$ cat src/rtl/ser_bcast_pkg.sv
package ser_bcast_pkg;
    localparam int FRAME_LEN = 10;
    localparam int IDX_W     = 4;
    localparam int BYTE_W    = 8;
    localparam int SEL_LSB   = 8;

    function automatic logic [FRAME_LEN-1:0] build_frame(input logic [BYTE_W-1:0] b);
        return {1'b1, b, 1'b0};
    endfunction
endpackage

$ cat src/rtl/sbt_baud_bank.sv
module sbt_baud_bank #(
    parameter int NUM_CH  = 6,
    parameter int DIV_W   = 16,
    parameter int ADDR_W  = 3,
    parameter int DIV_RST = 16
) (
    input  logic                           clk,
    input  logic                           rst_n,
    input  logic                           wr_en,
    input  logic [ADDR_W-1:0]              wr_addr,
    input  logic [DIV_W-1:0]               wr_data,
    output logic [NUM_CH-1:0][DIV_W-1:0]   div_o
);
    typedef struct packed {
        logic [NUM_CH-1:0][DIV_W-1:0] div;
    } bank_t;

    bank_t st_d, st_q;

    always_comb begin
        st_d = st_q;
        for (int i = 0; i < NUM_CH; i++) begin
            if (wr_en && (wr_addr == ADDR_W'(i + 1))) begin
                st_d.div[i] = wr_data;
            end
        end
    end

    always_ff @(posedge clk) begin
        if (!rst_n) begin
            for (int i = 0; i < NUM_CH; i++) begin
                st_q.div[i] <= DIV_W'(DIV_RST);
            end
        end else begin
            st_q <= st_d;
        end
    end

    assign div_o = st_q.div;
endmodule

$ cat src/rtl/sbt_div_pick.sv
module sbt_div_pick #(
    parameter int NUM_CH = 6,
    parameter int DIV_W  = 16
) (
    input  logic [NUM_CH-1:0]              sel_i,
    input  logic [NUM_CH-1:0][DIV_W-1:0]   div_i,
    output logic [DIV_W-1:0]               div_o
);
    logic [NUM_CH-1:0][DIV_W-1:0] eff;

    generate
        for (genvar g = 0; g < NUM_CH; g++) begin : g_clamp
            assign eff[g] = (div_i[g] == '0) ? DIV_W'(1) : div_i[g];
        end
    endgenerate

    always_comb begin
        div_o = '1;
        for (int i = 0; i < NUM_CH; i++) begin
            if (sel_i[i] && (eff[i] < div_o)) begin
                div_o = eff[i];
            end
        end
    end
endmodule

$ cat src/rtl/sbt_shift_eng.sv
module sbt_shift_eng
    import ser_bcast_pkg::*;
#(
    parameter int DIV_W = 16
) (
    input  logic              clk,
    input  logic              rst_n,
    input  logic              start_i,
    input  logic [BYTE_W-1:0] data_i,
    input  logic [DIV_W-1:0]  div_i,
    output logic              busy_o,
    output logic              done_o,
    output logic              line_o
);
    typedef struct packed {
        logic                 busy;
        logic [DIV_W-1:0]     cnt;
        logic [IDX_W-1:0]     idx;
        logic [FRAME_LEN-1:0] frame;
        logic [DIV_W-1:0]     div;
    } eng_t;

    eng_t st_d, st_q;
    logic bit_end;

    always_comb begin
        st_d    = st_q;
        bit_end = st_q.busy && (st_q.cnt == st_q.div - DIV_W'(1));
        done_o  = bit_end && (st_q.idx == IDX_W'(FRAME_LEN - 1));
        if (st_q.busy) begin
            if (bit_end) begin
                st_d.cnt = '0;
                if (done_o) begin
                    st_d.busy = 1'b0;
                end else begin
                    st_d.idx   = st_q.idx + IDX_W'(1);
                    st_d.frame = {1'b1, st_q.frame[FRAME_LEN-1:1]};
                end
            end else begin
                st_d.cnt = st_q.cnt + DIV_W'(1);
            end
        end
        if (start_i) begin
            st_d.busy  = 1'b1;
            st_d.cnt   = '0;
            st_d.idx   = '0;
            st_d.frame = build_frame(data_i);
            st_d.div   = div_i;
        end
    end

    always_ff @(posedge clk) begin
        if (!rst_n) begin
            st_q.busy  <= 1'b0;
            st_q.cnt   <= '0;
            st_q.idx   <= '0;
            st_q.frame <= '1;
            st_q.div   <= DIV_W'(1);
        end else begin
            st_q <= st_d;
        end
    end

    assign busy_o = st_q.busy;
    assign line_o = st_q.busy ? st_q.frame[0] : 1'b1;
endmodule

$ cat src/rtl/ser_bcast_tx.sv
module ser_bcast_tx
    import ser_bcast_pkg::*;
#(
    parameter int NUM_CH  = 6,
    parameter int ADDR_W  = 3,
    parameter int WORD_W  = 16,
    parameter int DIV_RST = 16
) (
    input  logic              clk,
    input  logic              rst_n,
    input  logic              wr_en,
    input  logic [ADDR_W-1:0] wr_addr,
    input  logic [WORD_W-1:0] wr_data,
    output logic [NUM_CH-1:0] tx_line,
    output logic              tx_busy
);
    localparam int DIV_W = WORD_W;

    typedef struct packed {
        logic [NUM_CH-1:0] sel;
        logic              pend_v;
        logic [NUM_CH-1:0] pend_sel;
        logic [BYTE_W-1:0] pend_data;
    } top_t;

    top_t st_d, st_q;

    logic [NUM_CH-1:0][DIV_W-1:0] div_all;
    logic [DIV_W-1:0]  launch_div;
    logic [NUM_CH-1:0] wr_sel, launch_sel;
    logic [BYTE_W-1:0] launch_data;
    logic              wr_go, launch, eng_busy, eng_done, eng_line, slot_free;
    logic              unused_hi;

    assign wr_sel    = wr_data[SEL_LSB +: NUM_CH];
    assign wr_go     = wr_en && (wr_addr == '0) && (|wr_sel);
    assign unused_hi = ^wr_data[WORD_W-1:SEL_LSB+NUM_CH];

    sbt_baud_bank #(
        .NUM_CH(NUM_CH), .DIV_W(DIV_W), .ADDR_W(ADDR_W), .DIV_RST(DIV_RST)
    ) u_bank (
        .clk(clk), .rst_n(rst_n), .wr_en(wr_en), .wr_addr(wr_addr),
        .wr_data(wr_data[DIV_W-1:0]), .div_o(div_all)
    );

    sbt_div_pick #(.NUM_CH(NUM_CH), .DIV_W(DIV_W)) u_pick (
        .sel_i(launch_sel), .div_i(div_all), .div_o(launch_div)
    );

    sbt_shift_eng #(.DIV_W(DIV_W)) u_eng (
        .clk(clk), .rst_n(rst_n), .start_i(launch), .data_i(launch_data),
        .div_i(launch_div), .busy_o(eng_busy), .done_o(eng_done), .line_o(eng_line)
    );

    always_comb begin
        st_d        = st_q;
        slot_free   = !eng_busy || eng_done;
        launch      = 1'b0;
        launch_sel  = wr_sel;
        launch_data = wr_data[BYTE_W-1:0];
        if (slot_free && st_q.pend_v) begin
            launch       = 1'b1;
            launch_sel   = st_q.pend_sel;
            launch_data  = st_q.pend_data;
            st_d.pend_v  = wr_go;
            if (wr_go) begin
                st_d.pend_sel  = wr_sel;
                st_d.pend_data = wr_data[BYTE_W-1:0];
            end
        end else if (slot_free && wr_go) begin
            launch = 1'b1;
        end else if (wr_go && !st_q.pend_v) begin
            st_d.pend_v    = 1'b1;
            st_d.pend_sel  = wr_sel;
            st_d.pend_data = wr_data[BYTE_W-1:0];
        end
        if (launch) begin
            st_d.sel = launch_sel;
        end
    end

    always_ff @(posedge clk) begin
        if (!rst_n) begin
            st_q <= '0;
        end else begin
            st_q <= st_d;
        end
    end

    generate
        for (genvar g = 0; g < NUM_CH; g++) begin : g_gate
            assign tx_line[g] = st_q.sel[g] ? eng_line : 1'b1;
        end
    endgenerate

    assign tx_busy = eng_busy;

    logic [NUM_CH-1:0] sel_vec;
    logic              pend_valid;
    assign sel_vec    = st_q.sel;
    assign pend_valid = st_q.pend_v;
endmodule

$ cat config.mk
export PLATFORM = sky130hd
export DESIGN_NAME = ser_bcast_tx
export DESIGN_NICKNAME = d
export VERILOG_FILES = /design/src/rtl/ser_bcast_pkg.sv /design/src/rtl/sbt_baud_bank.sv /design/src/rtl/sbt_div_pick.sv /design/src/rtl/sbt_shift_eng.sv /design/src/rtl/ser_bcast_tx.sv
export SDC_FILE = /design/constraint.sdc
export NUM_CORES = 1
export LEC_CHECK = 0
export BUFFER_PORTS_ARGS = -buffer_cell sky130_fd_sc_hd__buf_2
export CAP_MARGIN = 5
export CORE_MARGIN = 3
export CORE_UTILIZATION = 55
export DETAILED_ROUTE_END_ITERATION = 6
export PLACE_DENSITY = 0.72
export RECOVER_POWER = 50
export SYNTH_ARGS = -nofsm -noshare
export SYNTH_HDL_FRONTEND = slang
export SYNTH_SLANG_ARGS = --single-unit
$ cat constraint.sdc
create_clock -name clk -period 16.13 [get_ports clk]
set_input_delay 3.226 -clock clk [delete_from_list [all_inputs] [get_ports clk]]
set_output_delay 3.226 -clock clk [all_outputs]
set_load 0.05 [all_outputs]
==> results.sh <==
export IMPL_yosysUniqueCellTypes=77
export IMPL_place_congestion=0.9246
export IMPL_relSlewSlack=-1.196
export IMPL_final_setup_viol_count=0
export IMPL_initial_core_util=0.5719
export IMPL_fp_dieH_um=144.1
export IMPL_grt_max_degree=89
export IMPL_clk_latency_ns=0.44
export IMPL_synth_top_area_share=0.3113
export IMPL_syn_area_mm2=0.01048
export IMPL_num_antenna_cells=0
export IMPL_cp_num_cells=67
export IMPL_cts_sinks=163
export IMPL_drt_iter0_markers=785
export IMPL_hold_viol=0
export IMPL_synth_area_leader_cell="dfxtp_1"
export IMPL_cts_htree_levels=4
export IMPL_min_path_type="flip-flop to flip-flop"
export IMPL_syn_inst=1346
export IMPL_ys_ff_latch=163
export IMPL_num_vias=9229
export IMPL_critPathRequiredTime_ns=16.47
export IMPL_grt_pass1_wl_um=45620
export IMPL_synthTopCellsByArea="dfxtp_1 31%, ha_1 9.0%, nand2_1 8.8%"
export IMPL_p_per_area_mw_per_mm2=91.11
export IMPL_yosys_top_cells_count="247 x nand2_1, 163 x dfxtp_1, 124 x clkbuf_1"
export IMPL_cp_end_kind="flip-flop"
export IMPL_rr_worst_depth=73
export IMPL_cts_root_buf="clkbuf_16"
export IMPL_synth_edf_count=0
export IMPL_die_w_um=144.1
export IMPL_antenna_found_initial=0
export IMPL_grt_util_all_layers=0.2813
export IMPL_io_buffer_count=28
export IMPL_r2r_slack_ns=1.09
export IMPL_post_route_period_util=0.9452
export IMPL_violations="max-capacitance violations, max-slew violations"
export IMPL_dp_cells=1471
export IMPL_async_flop_share=0
export IMPL_avgSynthCellArea_um2=7.789
export IMPL_period_minus_slack_ns=15.25
export IMPL_grt_pass1_vias=8416
export IMPL_grt_overflow=0
export IMPL_irDropWorstVdd_mv=0.07557
export IMPL_clock_skew_ns=0.01250
export IMPL_fin_cells=1505
export IMPL_yosys_warnings=0
export IMPL_drive_gt1_frac=0.08386
export IMPL_path_delay_family="compound AO/OA/AOI/OAI gates"
export IMPL_nets=1360
export IMPL_whs_ns=0.4841
export IMPL_register_area_mm2=0.003263
export IMPL_drt_total_wl_um=29230
export IMPL_crit_fanout=16
export IMPL_cts_tree="yes"
export IMPL_tightestPinTransition_ns=3.294
export IMPL_n_fill_cell=1650
export IMPL_synth_most_common_cell="nand2_1"
export IMPL_critPathBufInv=8
export IMPL_synth_seq_area_share=0.3113
export IMPL_cts_buffers=17
export IMPL_hold_depth=2
export IMPL_ant_nets=0
export IMPL_synth_net_count=1443
export IMPL_fmax_mhz=65.59
export IMPL_power_leakage_nw=4.440
export IMPL_critPathLaunchType="input pin"
export IMPL_maxSlewViolCount=89
export IMPL_cts_buffer_depth=2
export IMPL_finalSetupTns_ns=0
export IMPL_outcome="complete, but fails checks"
export IMPL_crit_type="input pin to flip-flop"
export IMPL_via_per_inst=6.132
export IMPL_coreArea_mm2=0.01833
export IMPL_synth_ff_type="dfxtp_1"
export IMPL_worst_ep_arrival_time_ns=15.58
export IMPL_fin_util=0.6077
export IMPL_design_area_mm2=0.01114
export IMPL_wl_per_cell_um=19.42
export IMPL_die_area_mm2=0.02075
export IMPL_clkTransAtPathRegs_ns=0.06
export IMPL_area_delta_synth_final_pct=6.266
export IMPL_cp_slowest_cell="nor4b_4"
export IMPL_multiInputGateArea_mm2=0.006520
export IMPL_place_area_mm2=0.01045
export IMPL_drv_cap=1
export IMPL_route_detailed_drc=0
export IMPL_max_stage_delay_ns=0.38
export IMPL_dr_pass1_iters=5
export IMPL_rows=49
export IMPL_dp_hpwl_um=21100
export IMPL_postCtsHoldBufs=0
export IMPL_io_pins=29
## metrics by stage
stage                     total power [mW]  setup slack, ns
after global placement              0.5913           0.6099
after global routing                 1.054         -0.06424
after CTS                            1.010           0.6547
after floorplan                     0.5535            1.018
final                                1.015           0.8832
after detailed placement            0.5939           0.2835
## worst reg2reg max path: cells and delay by family (launching register included)
family | cells | cell delay (ns)
AOI/OAI and AO/OA | 33 | 6.13
xor gates and xnor gates | 1 | 0.21
adders and majority gates | 6 | 1.66
buffers and inverters | 8 | 1.10
DFF | 1 | 0.37
muxes | 3 | 0.81
and+or+nand+nor | 22 | 4.64
## repair_timing
| item | in CTS | in global routing |
|---|---|---|
| setup buffers | 0 | 1 |
| hold endpoints to repair | 0 | 0 |
| gates resized for setup | 0 | 14 |
| endpoints found under the setup margin | 0 | 16 |
## state kept, by name, summed over array words and instances, names as in the netlist
register      count
pend_valid        1
sel_vec           6
st_q             14
u_bank.div_o     96
u_eng.busy_o      1
u_eng.st_q       45
## metal layers
layer	wire length, um	track usage	up-vias
met4	843	0.09465	0
met2	13380	0.4537	308
met1	13000	0.3762	4320
li1	-	-	4529
met3	2009	0.05820	72
met5	0	0	-
## power by group
group,switching (mW),leakage (nW),internal (mW)
logic,0.108,2.83,0.0670
registers,0.00975,1.32,0.411
clock network,0.182,0.290,0.237
## layout by cell type, fill, tap and decap left out, types with 7 or more instances in the layout
cell         n
nor2_1      87
nand2_1    247
nand3b_1     7
mux2i_1     61
buf_2       26
clkbuf_16   17
inv_1       54
nand2b_1    10
nor4_1      23
buf_4       13
nor2b_1     18
a21boi_0    92
xor2_1      22
dfxtp_1    163
o211ai_1    11
nand3_1     38
nand4_1     34
xnor2_1     14
a221oi_1     8
a21o_1      19
a21oi_1     44
o311ai_1    16
nor3_1      13
o21ai_0     18
and3_1       9
ha_1        75
## cell type report
cell class | instances | area share
clock inverter | 13 | 0.01471
inverter | 55 | 0.01853
clock buffer | 19 | 0.03976
tap | 229 | 0.02572
multi-input combinational | 983 | 0.5852
sequential | 163 | 0.2929
timing repair buffer | 43 | 0.02314
## worst paths after layout
path | startpoint | endpoint
max | wr_data[8] | u_eng.st_q[9]$_SDFFE_PN0N_
min | u_bank.div_o[48]$_SDFFE_PN0P_ | u_bank.div_o[48]$_SDFFE_PN0P_
max reg2reg | u_eng.st_q[0]$_SDFFE_PN1N_ | u_eng.st_q[9]$_SDFFE_PN0N_
min reg2reg | u_bank.div_o[48]$_SDFFE_PN0P_ | u_bank.div_o[48]$_SDFFE_PN0P_
## cells by family after synthesis
logic type	Yosys count	synth area share
AO/OA/AOI/OAI	281	0.1938
XOR/XNOR	36	0.03007
adder cells (fa/ha/maj)	79	0.09333
buffers and inverters	200	0.07543
flip-flops	163	0.3113
multiplexers	65	0.06218
AND/OR/NAND/NOR	522	0.2339
No activity file was read; power rests on OpenSTA's default activity.
